===== src/rtl/scan_pkg.sv =====
package scan_pkg;
  // Per-frame rendering mode captured at frame start.
  typedef struct packed {
    logic inv;
    logic all_on;
  } mode_t;
endpackage


===== src/rtl/scan_seq.sv =====
module scan_seq
  import scan_pkg::*;
#(
  parameter int OUT_W = 384,
  parameter int OUT_H = 64,
  parameter int LINES = 64,
  parameter int XW    = $clog2(OUT_W),
  parameter int YW    = $clog2(OUT_H),
  parameter int LW    = $clog2(LINES)
) (
  input  logic          clk,
  input  logic          rst_n,
  input  logic [LW-1:0] start_line,
  input  logic          inverse_i,
  input  logic          all_on_i,
  input  logic          redraw_req,
  output logic          busy_o,
  output logic [XW-1:0] x_o,
  output logic [YW-1:0] y_o,
  output logic          first_o,
  output logic          last_o,
  output logic [LW-1:0] sl_o,
  output mode_t         mode_o
);
  logic          busy_q, busy_d, pend_q, pend_d;
  logic [XW-1:0] x_q, x_d;
  logic [YW-1:0] y_q, y_d;
  logic [LW-1:0] sl_q, sl_d;
  mode_t         mode_q, mode_d;
  logic          x_end, y_end, last, start, cnt_en;

  always_comb begin
    x_end  = (x_q == XW'(OUT_W - 1));
    y_end  = (y_q == YW'(OUT_H - 1));
    last   = busy_q & x_end & y_end;
    start  = pend_q & (~busy_q | last);
    pend_d = redraw_req | (pend_q & ~start);
    busy_d = start | (busy_q & ~last);
    cnt_en = start | busy_q;
    x_d    = x_q;
    y_d    = y_q;
    sl_d   = sl_q;
    mode_d = mode_q;
    if (start) begin
      x_d    = '0;
      y_d    = '0;
      sl_d   = start_line;
      mode_d = '{inv: inverse_i, all_on: all_on_i};
    end else if (busy_q) begin
      if (x_end) begin
        x_d = '0;
        y_d = y_q + YW'(1);
      end else begin
        x_d = x_q + XW'(1);
      end
    end
  end

  always_ff @(posedge clk or negedge rst_n) begin
    if (!rst_n) begin
      busy_q <= 1'b0;
      pend_q <= 1'b0;
    end else begin
      busy_q <= busy_d;
      pend_q <= pend_d;
    end
  end

  always_ff @(posedge clk or negedge rst_n) begin
    if (!rst_n) begin
      x_q <= '0;
      y_q <= '0;
    end else if (cnt_en) begin
      x_q <= x_d;
      y_q <= y_d;
    end
  end

  always_ff @(posedge clk or negedge rst_n) begin
    if (!rst_n) begin
      sl_q   <= '0;
      mode_q <= '0;
    end else if (start) begin
      sl_q   <= sl_d;
      mode_q <= mode_d;
    end
  end

  assign busy_o  = busy_q;
  assign x_o     = x_q;
  assign y_o     = y_q;
  assign first_o = busy_q & (x_q == '0) & (y_q == '0);
  assign last_o  = last;
  assign sl_o    = sl_q;
  assign mode_o  = mode_q;


  no_gap_chk: assert property (@(posedge clk) disable iff (!rst_n)
    (busy_q && !last) |=> busy_q);


  idle_hold_chk: assert property (@(posedge clk) disable iff (!rst_n)
    (!pend_q && !busy_q) |=> !busy_q);


  mode_hold_chk: assert property (@(posedge clk) disable iff (!rst_n)
    (busy_q && !((x_q == '0) && (y_q == '0))) |-> $stable({sl_q, mode_q}));
endmodule


===== src/rtl/scan_addr.sv =====
module scan_addr #(
  parameter int SCALE    = 4,
  parameter int RAM_COLS = 132,
  parameter int COL_OFS  = 36,
  parameter int BITS     = 8,
  parameter int XW       = 9,
  parameter int YW       = 6,
  parameter int LW       = 6,
  parameter int AW       = 11,
  parameter int BW       = $clog2(BITS)
) (
  input  logic          valid_i,
  input  logic [XW-1:0] x_i,
  input  logic [YW-1:0] y_i,
  input  logic [LW-1:0] sl_i,
  output logic [AW-1:0] ram_addr,
  output logic          ram_rd_en,
  output logic [BW-1:0] bit_o
);
  logic [XW-1:0] src_col;
  logic [YW-1:0] src_row;
  logic [LW-1:0] line;
  int            page;

  always_comb begin
    src_col   = XW'(int'(x_i) / SCALE);
    src_row   = YW'(int'(y_i) / SCALE);
    // LINES is a power of two, so truncation performs the wrap.
    line      = LW'(src_row) + sl_i;
    page      = int'(line) / BITS;
    bit_o     = BW'(int'(line) % BITS);
    ram_addr  = AW'(page * RAM_COLS + COL_OFS + int'(src_col));
    ram_rd_en = valid_i;
  end
endmodule


===== src/rtl/scan_pixel.sv =====
module scan_pixel
  import scan_pkg::*;
#(
  parameter int OUT_W = 384,
  parameter int OUT_H = 64,
  parameter int BITS  = 8,
  parameter int XW    = $clog2(OUT_W),
  parameter int YW    = $clog2(OUT_H),
  parameter int BW    = $clog2(BITS)
) (
  input  logic            clk,
  input  logic            rst_n,
  input  logic            a_valid,
  input  logic [XW-1:0]   a_x,
  input  logic [YW-1:0]   a_y,
  input  logic            a_first,
  input  logic            a_last,
  input  logic [BW-1:0]   a_bit,
  input  mode_t           a_mode,
  input  logic [BITS-1:0] ram_rdata,
  output logic            pix_o,
  output logic            pix_valid_o,
  output logic [XW-1:0]   pix_x_o,
  output logic [YW-1:0]   pix_y_o,
  output logic            frame_start_o,
  output logic            frame_end_o
);
  logic          b_valid, b_first, b_last;
  logic [XW-1:0] b_x;
  logic [YW-1:0] b_y;
  logic [BW-1:0] b_bit;
  mode_t         b_mode;
  logic          pix_d;

  // Stage B: coordinates wait one cycle for the RAM data.
  always_ff @(posedge clk or negedge rst_n) begin
    if (!rst_n) begin
      b_valid <= 1'b0;
      b_first <= 1'b0;
      b_last  <= 1'b0;
    end else begin
      b_valid <= a_valid;
      b_first <= a_valid & a_first;
      b_last  <= a_valid & a_last;
    end
  end

  always_ff @(posedge clk or negedge rst_n) begin
    if (!rst_n) begin
      b_x    <= '0;
      b_y    <= '0;
      b_bit  <= '0;
      b_mode <= '0;
    end else if (a_valid) begin
      b_x    <= a_x;
      b_y    <= a_y;
      b_bit  <= a_bit;
      b_mode <= a_mode;
    end
  end

  always_comb begin
    pix_d = b_mode.all_on | (ram_rdata[b_bit] ^ b_mode.inv);
  end

  always_ff @(posedge clk or negedge rst_n) begin
    if (!rst_n) begin
      pix_valid_o   <= 1'b0;
      frame_start_o <= 1'b0;
      frame_end_o   <= 1'b0;
    end else begin
      pix_valid_o   <= b_valid;
      frame_start_o <= b_first;
      frame_end_o   <= b_last;
    end
  end

  always_ff @(posedge clk or negedge rst_n) begin
    if (!rst_n) begin
      pix_o   <= 1'b0;
      pix_x_o <= '0;
      pix_y_o <= '0;
    end else if (b_valid) begin
      pix_o   <= pix_d;
      pix_x_o <= b_x;
      pix_y_o <= b_y;
    end
  end


  fs_pos_chk: assert property (@(posedge clk) disable iff (!rst_n)
    frame_start_o |-> (pix_valid_o && pix_x_o == '0 && pix_y_o == '0));


  fe_pos_chk: assert property (@(posedge clk) disable iff (!rst_n)
    frame_end_o |-> (pix_valid_o && pix_x_o == XW'(OUT_W - 1) && pix_y_o == YW'(OUT_H - 1)));


  allon_chk: assert property (@(posedge clk) disable iff (!rst_n)
    (b_valid && b_mode.all_on) |=> pix_o);


  x_step_chk: assert property (@(posedge clk) disable iff (!rst_n)
    (pix_valid_o && pix_x_o != XW'(OUT_W - 1)) |=>
      (pix_valid_o && pix_x_o == XW'($past(pix_x_o) + XW'(1))));
endmodule


===== src/rtl/page_scanout.sv =====
module page_scanout
  import scan_pkg::*;
#(
  parameter int VIS_W    = 96,
  parameter int VIS_H    = 16,
  parameter int SCALE    = 4,
  parameter int RAM_COLS = 132,
  parameter int PAGES    = 8,
  parameter int COL_OFS  = 36,
  parameter int BITS     = 8,
  localparam int LINES   = PAGES * BITS,
  localparam int OUT_W   = VIS_W * SCALE,
  localparam int OUT_H   = VIS_H * SCALE,
  localparam int AW      = $clog2(RAM_COLS * PAGES),
  localparam int XW      = $clog2(OUT_W),
  localparam int YW      = $clog2(OUT_H),
  localparam int LW      = $clog2(LINES),
  localparam int BW      = $clog2(BITS)
) (
  input  logic            clk,
  input  logic            rst_n,
  input  logic [LW-1:0]   start_line,
  input  logic            inverse_i,
  input  logic            all_on_i,
  input  logic            redraw_req,
  output logic [AW-1:0]   ram_addr,
  output logic            ram_rd_en,
  input  logic [BITS-1:0] ram_rdata,
  output logic            pix,
  output logic            pix_valid,
  output logic [XW-1:0]   pix_x,
  output logic [YW-1:0]   pix_y,
  output logic            frame_start,
  output logic            frame_end
);
  logic          a_busy, a_first, a_last;
  logic [XW-1:0] a_x;
  logic [YW-1:0] a_y;
  logic [LW-1:0] a_sl;
  mode_t         a_mode;
  logic [BW-1:0] a_bit;

  scan_seq #(
    .OUT_W(OUT_W), .OUT_H(OUT_H), .LINES(LINES),
    .XW(XW), .YW(YW), .LW(LW)
  ) u_seq (
    .clk        (clk),
    .rst_n      (rst_n),
    .start_line (start_line),
    .inverse_i  (inverse_i),
    .all_on_i   (all_on_i),
    .redraw_req (redraw_req),
    .busy_o     (a_busy),
    .x_o        (a_x),
    .y_o        (a_y),
    .first_o    (a_first),
    .last_o     (a_last),
    .sl_o       (a_sl),
    .mode_o     (a_mode)
  );

  scan_addr #(
    .SCALE(SCALE), .RAM_COLS(RAM_COLS), .COL_OFS(COL_OFS), .BITS(BITS),
    .XW(XW), .YW(YW), .LW(LW), .AW(AW), .BW(BW)
  ) u_addr (
    .valid_i   (a_busy),
    .x_i       (a_x),
    .y_i       (a_y),
    .sl_i      (a_sl),
    .ram_addr  (ram_addr),
    .ram_rd_en (ram_rd_en),
    .bit_o     (a_bit)
  );

  scan_pixel #(
    .OUT_W(OUT_W), .OUT_H(OUT_H), .BITS(BITS),
    .XW(XW), .YW(YW), .BW(BW)
  ) u_pix (
    .clk           (clk),
    .rst_n         (rst_n),
    .a_valid       (a_busy),
    .a_x           (a_x),
    .a_y           (a_y),
    .a_first       (a_first),
    .a_last        (a_last),
    .a_bit         (a_bit),
    .a_mode        (a_mode),
    .ram_rdata     (ram_rdata),
    .pix_o         (pix),
    .pix_valid_o   (pix_valid),
    .pix_x_o       (pix_x),
    .pix_y_o       (pix_y),
    .frame_start_o (frame_start),
    .frame_end_o   (frame_end)
  );
endmodule


===== config.mk =====
export PLATFORM = sky130hd
export DESIGN_NAME = page_scanout
export DESIGN_NICKNAME = d
export VERILOG_FILES = /design/src/rtl/scan_pkg.sv /design/src/rtl/scan_seq.sv /design/src/rtl/scan_addr.sv /design/src/rtl/scan_pixel.sv /design/src/rtl/page_scanout.sv
export SDC_FILE = /design/constraint.sdc
export NUM_CORES = 1
export LEC_CHECK = 0
export BUFFER_PORTS_ARGS = -buffer_cell sky130_fd_sc_hd__buf_4
export CAP_MARGIN = 30
export CORE_ASPECT_RATIO = 0.8
export CORE_MARGIN = 2
export CORE_UTILIZATION = 25
export DETAILED_ROUTE_END_ITERATION = 10
export HOLD_SLACK_MARGIN = 0.1
export PLACE_DENSITY = 0.48
export SYNTH_ARGS = -nofsm -noshare
export SYNTH_HDL_FRONTEND = slang
export SYNTH_SLANG_ARGS = --single-unit

===== constraint.sdc =====
create_clock -name clk -period 4 [get_ports clk]
set_input_delay 0.2 -clock clk [delete_from_list [all_inputs] [get_ports clk]]
set_output_delay 0.2 -clock clk [all_outputs]
set_load 0.03 [all_outputs]

* After elaboration in Yosys (flattened, before gate mapping)
Index checks and enable logic that the tools add are counted.
Operators by class: equality and inequality tests 2, mux-type cells 8, bitwise logic cells 18, $mul 1, reduce and logical (&&, ||, !) cells 6, add/subtract/negate cells 5, magnitude comparators 1
Operator list (number):
- two-way mux 9 bit | 3
- two-way mux 6 bit | 3
- adder 11 x 7 -> 11 bit, second input constant | 1
- adder 11 x 8 -> 11 bit | 1
- adder 9 x 1 -> 9 bit, second input constant | 1
- AND 1 bit | 9
- equality test 9 bit, second input constant | 1
- logical NOT 9 bit | 1
- multiplier 3 x 6 -> 9 bit, second input constant | 1
- adder 4 x 6 -> 6 bit | 1
- adder 6 x 1 -> 6 bit, second input constant | 1
- equality test 6 bit, second input constant | 1
- logical NOT 6 bit | 1
- bitwise OR 1 bit | 5
- less-than comparator 3 x 4 -> 1 bit, second input constant | 1
- nonzero test 2 bit | 2
- binary-select mux 1 bit (select 3 bit) | 1
- inverter 1 bit | 3
- AND reduction 3 bit | 1
- AND reduction 2 bit | 1
- two-way mux 1 bit | 1
- bitwise XOR 1 bit | 1
Storage, ports and cells: output and inout port bits 31, input port bits 19, bits in registers 67, logic and storage cells 62

* Depth between registers and ports, before layout
Gate-level depths: netlist (run 1).
depth in word-level cells 8, depth in mapped cells 14, depth with buffers taken out 14

* By module
A second synthesis (run 1) with hierarchy kept.
Unflattened totals: cell total of the unflattened synthesis 273, area total of the unflattened synthesis 3323.2 µm²
Modules (own cells, without submodules):
- scan_pixel | area an instance 1557.7 µm², instances 1, cells each 91, seq. area each 1051.0 µm²
- scan_seq | area an instance 1335.0 µm², instances 1, cells each 130, seq. area each 625.6 µm²
- scan_addr | area an instance 430.4 µm², instances 1, cells each 52, seq. area each 0.0 µm²

* Worst setup path before layout (run 1)
OpenSTA, ideal clock, no wires.
path type flip-flop to output port, start register u_seq.y_q[3], in the netlist u_seq.y_o[3], end output ram_addr[10], path slack 0.549 ns, required time 3.800 ns, arrival time 3.251 ns, buffers on the path 0, cell stages (with the launch flop) 14, cell sequence dfrtp_1 -> ha_1 -> a21o_1 -> nand3_1 -> a21boi_0 -> xnor2_1 -> inv_1 -> ha_1 -> ha_1 -> a21o_1 -> nand2_1 -> a21boi_0 -> o21ai_0 -> nor3b_1
On the way: word-level cells in the longest chain between the ends 4
RTL lines:
- start, declared | RTL line scan_seq.sv:27 | logic [YW-1:0] y_q, y_d;
- start signal, assigned | RTL line scan_seq.sv:75 | y_q <= y_d;
- adder 4 x 6 -> 6 bit | RTL line scan_addr.sv:29 | line = LW'(src_row) + sl_i;
- multiplier 3 x 6 -> 9 bit | RTL line scan_addr.sv:32 | ram_addr = AW'(page * RAM_COLS + COL_OFS + int'(src_col));
- adder 11 x 7 -> 11 bit | RTL line scan_addr.sv:32
- adder 11 x 8 -> 11 bit | RTL line scan_addr.sv:32
- end, declared | RTL line page_scanout.sv:26 | output logic [AW-1:0] ram_addr,
Every way passes these cells.

* Worst setup path in the final report (run 1)
start register u_seq.y_q[2], in the netlist u_seq.y_o[2], end output ram_addr[9]
The elaborated chain is that of the path after synthesis.

==> summary.md, run 1 <==
| Metric | Value |
|---|---|
| Vias in the first global route | 2347 |
| Number of remaining DRC errors | 0 |
| Layout cells sized above 1 | around 36% |
| Synth Area per Inst | about 12 um^2 |
| First-pass GRT wire length | approximately 12 mm |
| Share of the synthesized area in the top cell type | 50.8% |
| Number of synthesized flops with an enable pin | 0 |
| Average wire per standard cell | approximately 14 um |
| Die Wd | ~130 um |
| Seq cells post-synth | 67 |
| Outcome | finished, final reports clean |
| Final setup viols | 0 |
| Max incr delay on CP | 440 ps |
| Sink Count | 67 |
| Root Driver | clkbuf_16 |
| Maximum vdd drop | 258 uV |
| Cell area after synthesis | 3300 um^2 |
| Worst-path clk slew | around 50 ps |
| Row count | 37 |
| Final hold vios | 0 |
| Mapped Nets | roughly 300 |
| CTS Buf Count | 9 |
| Actual slew at the worst max-slew pin | 844 ps |
| ANT cells | 0 |
| RSZ-0062 raised after global routing | no |
| Cell Area, Placed | approximately 3800 um^2 |
| Initial core utilization | between 20% and 30% |
| CP max-delay cell | dfrtp_1 |
| Post-route cell area | between 4000 and 5000 um^2 |
| Largest net degree at the start of global routing | 68 |
| Top Ports | 50 |
| Max cap viols | 0 |
| Syn Inst Count | roughly 270 |
| Seq/Total Area, Yosys | about half |
| Clock buffer depth | 2 |
| Grt ovf | 0 |
| CP Launch Type | flip-flop |
| Synth area leaders | dfrtp_1 51%, mux2_2 12%, ha_1 5.7% |
| Top FF cell, synth | dfrtp_1 |
| Total Routed Length | just under 7 mm |
| Clk_lat worst skew | between 300 and 400 ps |
| Final ANT Viol Nets | 0 |
| Core box area | around 13000 um^2 |
| GRT Total Usage | between 10% and 20% |
| Cell area power density | approximately 570 nW/um^2 |
| CP endpoint kind | primary output |
| Relative slew slack | about 44% |
| Synth Warn # | 0 |
| Final min period | approximately 3800 ps |
| Distinct cell type count after synthesis | 43 |
| Fin nets | roughly 360 |
| Via/cell ratio | 4.31 |
| Leak Pwr | roughly 0.0020 uW |
| Detailed Routing Iterations Pass 1 | 4 |
| Die area | 14100 um^2 |
| Area Overhead vs Synth | 27.8% |
| Post-synth ARST share | 100% |
| Setup_tns | 0 ps |
| Initial antenna violation count | 0 |
| Clk_skew | 6.84 ps |
| Arrival @ worst endpoint | 3570 ps |
| DRT iter0 DRCs | between 90 and 100 |
| Max Freq | 0.265 GHz |
| GPL Wtd Cong | 0.733 |
| Required @ worst endpoint | approximately 3800 ps |
| Critical-path cell list | ha_1 -> fa_1 -> nand3_1 -> nand2_1 -> xor2_2 -> ha_1 -> ha_1 -> fa_1 -> nand2_1 -> nand2_1 -> a21oi_2 -> nand3b_1 -> xor2_1 -> buf_4 |
| Largest area contributor in the netlist | dfrtp_1 |
| Maximum fanout along the worst path | 6 |
| Kind of critical path | reg -> out |
| PortBufs | 49 |
| Vias after detailed routing | ~2.2k |
| Hold/Removal Path Class | in -> reg |
| Pins Over Slew Limit | 0 |
| WHS | about 110 ps |
| Die H | approximately 110 um |
| TritonCTS clock tree | built |
| DP HPWL | slightly below 5 mm |
| H-tree depth | 3 |
| Postcts setup bufs | 0 |
| Final Cycle Share | ~94% |
[path summary, 6_finish.rpt]
check	from	endpoint	slack (ps)	cells past startpoint
max	u_seq.y_o[2]$_DFFE_PN0P_	ram_addr[9]	230	14
min	start_line[5]	u_seq.sl_o[5]$_DFFE_PN0P_	110	2
max reg2reg	u_seq.x_o[0]$_DFFE_PN0P_	u_seq.sl_o[5]$_DFFE_PN0P_	1730	6
min reg2reg	u_pix.b_last$_DFF_PN0_	u_pix.frame_end_o$_DFF_PN0_	350	0
max in group asynchronous	rst_n	u_seq.sl_o[4]$_DFFE_PN0P_	2910	2
min in group asynchronous	rst_n	u_pix.pix_x_o[2]$_DFFE_PN0P_	540	2
[stage by stage]
step           std cells  util [%]  setup WS, ps  power (uW)
3_5_place_dp         480      29.6           479        1620
4_1_cts              503      32.7          92.7        2440
6_report             503      32.8           230        2400
3_3_place_gp         480      29.6           569        1610
2_1_floorplan        268         -           549        1390
5_1_grt              503      32.8          35.8        2540
[where the power goes]
part	internal, uW	switching [uW]	total, uW
combinational	311	391	701
sequential	794	115	909
clock	525	268	793
total	1630	774	2400
[sequential cells by signal (all words and copies together) (netlist names), 2 cells and up]
signal,cells
u_pix.b_bit,3
u_pix.b_mode,2
u_pix.b_x,9
u_pix.b_y,6
u_pix.pix_x_o,9
u_pix.pix_y_o,6
u_seq.mode_o,2
u_seq.sl_o,6
u_seq.x_o,9
u_seq.y_o,6
[kinds of logic after synthesis]
| logic type | Yosys count | share of synthesized area [%] |
|---|---|---|
| DFF | 67 | 50.8 |
| and+or+nand+nor | 63 | 10.4 |
| muxes | 46 | 17.1 |
| AOI/OAI and AO/OA | 32 | 6.33 |
| buffers and inverters | 26 | 3.90 |
| xor gates and xnor gates | 17 | 4.51 |
| adders and majority gates | 17 | 6.90 |
[placed cells by master, fill, tap and decap left out, types with 3 or more instances in the layout]
cell / synthesis / routed
dfrtp_1: 67 / 67
buf_4: 2 / 50
mux2_2: 36 / 36
nand2_1: 17 / 17
ha_1: 15 / 15
inv_1: 13 / 13
nor2_1: 13 / 13
o21ai_0: 11 / 11
xnor2_1: 9 / 9
clkbuf_16: 0 / 9
dlygate4sd3_1: 0 / 9
xor2_1: 8 / 7
mux2_4: 7 / 7
a21oi_1: 7 / 6
nand3_1: 6 / 6
nand4_1: 5 / 5
a21o_1: 4 / 4
nor3b_1: 3 / 3
nand2b_1: 3 / 3
clkbuf_8: 0 / 3
[routing by layer]
| layer | up-vias | share of wire (%) | GRT usage, % |
|---|---|---|---|
| met1 | 1061 | 51 | 14.5 |
| met2 | 46 | 43 | 16.1 |
| met3 | 10 | 4.5 | 3.45 |
| met5 | - | 0 | 0 |
| met4 | 0 | 1.2 | 4.07 |
| li1 | 1052 | - | - |
[worst max-delay path: cells and delay by family (launching register included)]
family,cells,cell delay (ps)
fa+ha+maj,5,1550
simple gates,5,490
flops,1,440
xor+xnor,2,410
buf+inv,1,190
compound gates,1,170
[cell usage after synthesis, types with 3 or more instances]
| master | n |
|---|---|
| mux2_2 | 36 |
| buf_6 | 3 |
| mux2_4 | 7 |
| a21o_1 | 4 |
| ha_1 | 15 |
| nand2_1 | 17 |
| xnor2_1 | 9 |
| a21oi_1 | 7 |
| o21ai_0 | 11 |
| nor3b_1 | 3 |
| clkbuf_1 | 3 |
| inv_1 | 13 |
| nand2b_1 | 3 |
| nand3_1 | 6 |
| nor2_1 | 13 |
| dfrtp_1 | 67 |
| buf_1 | 4 |
| nand4_1 | 5 |
| xor2_1 | 8 |
[cell type report]
class / instances / area [um^2]
Fill cell: 1341 / 8650
Tap cell: 175 / 219
Timing Repair Buffer: 59 / 465
Sequential cell: 67 / 1680
Multi-Input combinational cell: 175 / 1510
Clock inverter: 2 / 35.0
Inverter: 13 / 48.8
Clock buffer: 12 / 267
[timing repair]
action / CTS / global route
setup endpoints to repair: 0 / 3
hold buffers: 9 / 0
resized for setup: 0 / 3
hold endpoints to repair: 75 / 0
(Power assumes the default switching activity.)
==> run 2, diff against run 1 <==
Settings changed: BUFFER_PORTS_ARGS -buffer_cell sky130_fd_sc_hd__buf_4 to -buffer_cell sky130_fd_sc_hd__buf_2.
==> run 2 against run 1 <==
Effect of this change: sequential power barely moved; first-iteration DRC count fell by 43%; via count rose by 0.92%; wire length rose by 3.5%; critical path depth did not move; flip-flop and latch count did not move; cell count rose by 0.80%; non-clock buffer count rose by 3; clock power rose by 7.1%; cell area fell by 1.9%; maximum frequency barely moved.
==> summary.md, run 2 (synthesis results as in run 1) <==
| Metric | Value |
|---|---|
| Setup_tns | 0 ps |
| Maximum vdd drop | around 210 uV |
| TritonCTS clock tree | built |
| Sink Count | 67 |
| Most common cell after layout, fill and taps aside | dfrtp_1 |
| Pins Over Slew Limit | 0 |
| Pwr Total | about 2400 uW |
| Average wire per standard cell | 14.2 um |
| CP max-delay cell | dfrtp_1 |
| Fin nets | 364 |
| Met3 GRT Util | 3.83% |
| Required @ worst endpoint | 3800 ps |
| DRT iter0 DRCs | between 50 and 60 |
| Grt peak-use layer | met2 |
| Critical-path cell list | ha_1 -> fa_1 -> nand3_1 -> nand2_1 -> xor2_2 -> ha_1 -> ha_1 -> fa_1 -> nand2_1 -> nand2_1 -> a21oi_2 -> nand3b_1 -> xor2_1 -> clkbuf_4 |
| CP Launch Type | flip-flop |
| Root Driver | clkbuf_16 |
| Max Freq | 0.266 GHz |
| Final ANT Viol Nets | 0 |
| Clk_skew | roughly 6 ps |
| Final setup viols | 0 |
| Leak Pwr | 0.00198 uW |
| ANT cells | 0 |
| Post-Place Cells | 481 |
| Non-filler cells, final | 507 |
| Commonest cells after routing, fill and taps aside | 67 x dfrtp_1, 48 x buf_2, 36 x mux2_2 |
| First-pass GRT wire length | between 10 and 15 mm |
| Via/cell ratio | approximately 4.3 |
| Cell area power density | 580 nW/um^2 |
| Die area | around 14000 um^2 |
| Vias after detailed routing | between 2k and 2.5k |
| Max cap viols | 0 |
| Worst slack, placed | approximately 450 ps |
| Post-route setup slack | 234 ps |
| Grt ovf | 0 |
| PortBufs | between 40 and 50 |
| Initial core utilization | between 20 and 30% |
| Final min period | about 3800 ps |
| Top Ports | 50 |
| Largest net degree at the start of global routing | 48 |
| GPL Wtd Cong | between 0.7 and 0.8 |
| Final Cycle Share | roughly 94% |
| Max incr delay on CP | around 440 ps |
| Relative slew slack | 45.7% |
| Die H | 107 um |
| Initial antenna violation count | 0 |
| Row count | 37 |
| Hold Crit Depth | 0 |
| Die Wd | approximately 130 um |
| Total Routed Length | approximately 7 mm |
| GR Util met2 | roughly 16% |
| Fillers | about 1.4k |
| Worst-path clk slew | about 50 ps |
| DP HPWL | a little under 5 mm |
| H-tree depth | 3 |
| FF-to-FF path depth | 6 |
| Hold/Removal Path Class | reg -> reg |
| Kind of critical path | reg -> out |
| Clock buffer depth | 2 |
| Met1 usage | 15.1% |
| Clk_lat worst skew | about 340 ps |
| GRT Total Usage | approximately 11% |
| CTS Buf Count | 9 |
| WHS | between 300 and 400 ps |
| Detailed Routing Iterations Pass 1 | 4 |
| Outcome | finished, final reports clean |
| Layout cells sized above 1 | a little under two fifths |
| Arrival @ worst endpoint | ~3600 ps |
| CP endpoint kind | primary output |
| Maximum fanout along the worst path | 6 |
| Vias in the first global route | approximately 2.2k |
| Number of remaining DRC errors | 0 |
| Final hold vios | 0 |
| Actual slew at the worst max-slew pin | between 800 and 900 ps |
| Core box area | around 13000 um^2 |
| Area Overhead vs Synth | 25.4% |
==> run 2: cell types whose count changed in the layout (fill, tap and decap cells not counted) <==
cell           change
buf_2             +48
buf_4             -47
bufinv_16          +1
clkbuf_4           +1
clkbuf_8           -2
clkinv_2           +1
clkinvlp_4         +1
dlygate4sd3_1      +1
==> run 2: power by group <==
group          internal, uW  total [uW]  switching, uW
clock network           556         849            293
registers               794         907            113
logic                   256         646            390
==> run 2: final timing paths <==
check / startpoint / to / slack [ps]
max: u_seq.y_o[2]$_DFFE_PN0P_ / ram_addr[9] / 230
min: u_pix.b_last$_DFF_PN0_ / u_pix.frame_end_o$_DFF_PN0_ / 350
max reg2reg: u_seq.x_o[0]$_DFFE_PN0P_ / u_seq.sl_o[5]$_DFFE_PN0P_ / 1710
min reg2reg: u_pix.b_last$_DFF_PN0_ / u_pix.frame_end_o$_DFF_PN0_ / 350
max in group asynchronous: rst_n / u_pix.b_x[2]$_DFFE_PN0P_ / 2590
min in group asynchronous: rst_n / u_pix.pix_x_o[5]$_DFFE_PN0P_ / 460
==> run 2: layer usage <==
metal | up-vias | part of all wire [%]
met4 | 0 | 1.1
li1 | 1052 | -
met5 | - | 0
met1 | 1078 | 50
met2 | 52 | 44
met3 | 7 | 5.2
==> run 2: cell type report <==
class	instances	area, um^2	area share [%]
clock inverters	5	77.6	1.87
clock buffers	10	239	5.78
flip-flops and latches	67	1680	40.5
inverters	13	48.8	1.18
well taps	175	219	5.29
multi-input cells	175	1510	36.4
repair buffers	62	370	8.95
==> run 2: through the flow <==
| step | utilization [%] | area (um^2) |
|---|---|---|
| after global routing | 32.2 | 4140 |
| final | 32.2 | 4140 |
| after CTS | 32.0 | 4120 |
| after global placement | 28.7 | 3700 |
| after detailed placement | 28.7 | 3700 |
| after floorplan | - | 3300 |
==> run 2: worst max-delay path, delay by kind of cell (launching register included) <==
kind	cells	cell delay, ps
fa+ha+maj	5	1530
xor+xnor	2	380
compound gates	1	180
buf+inv	1	220
flops	1	440
simple gates	5	470
==> run 2: timing repair <==
action                     CTS  global route
setup endpoints to repair    0             3
setup buffers                0             1
hold buffers                10             0
hold endpoints to repair    38             0
resized for setup            0             4
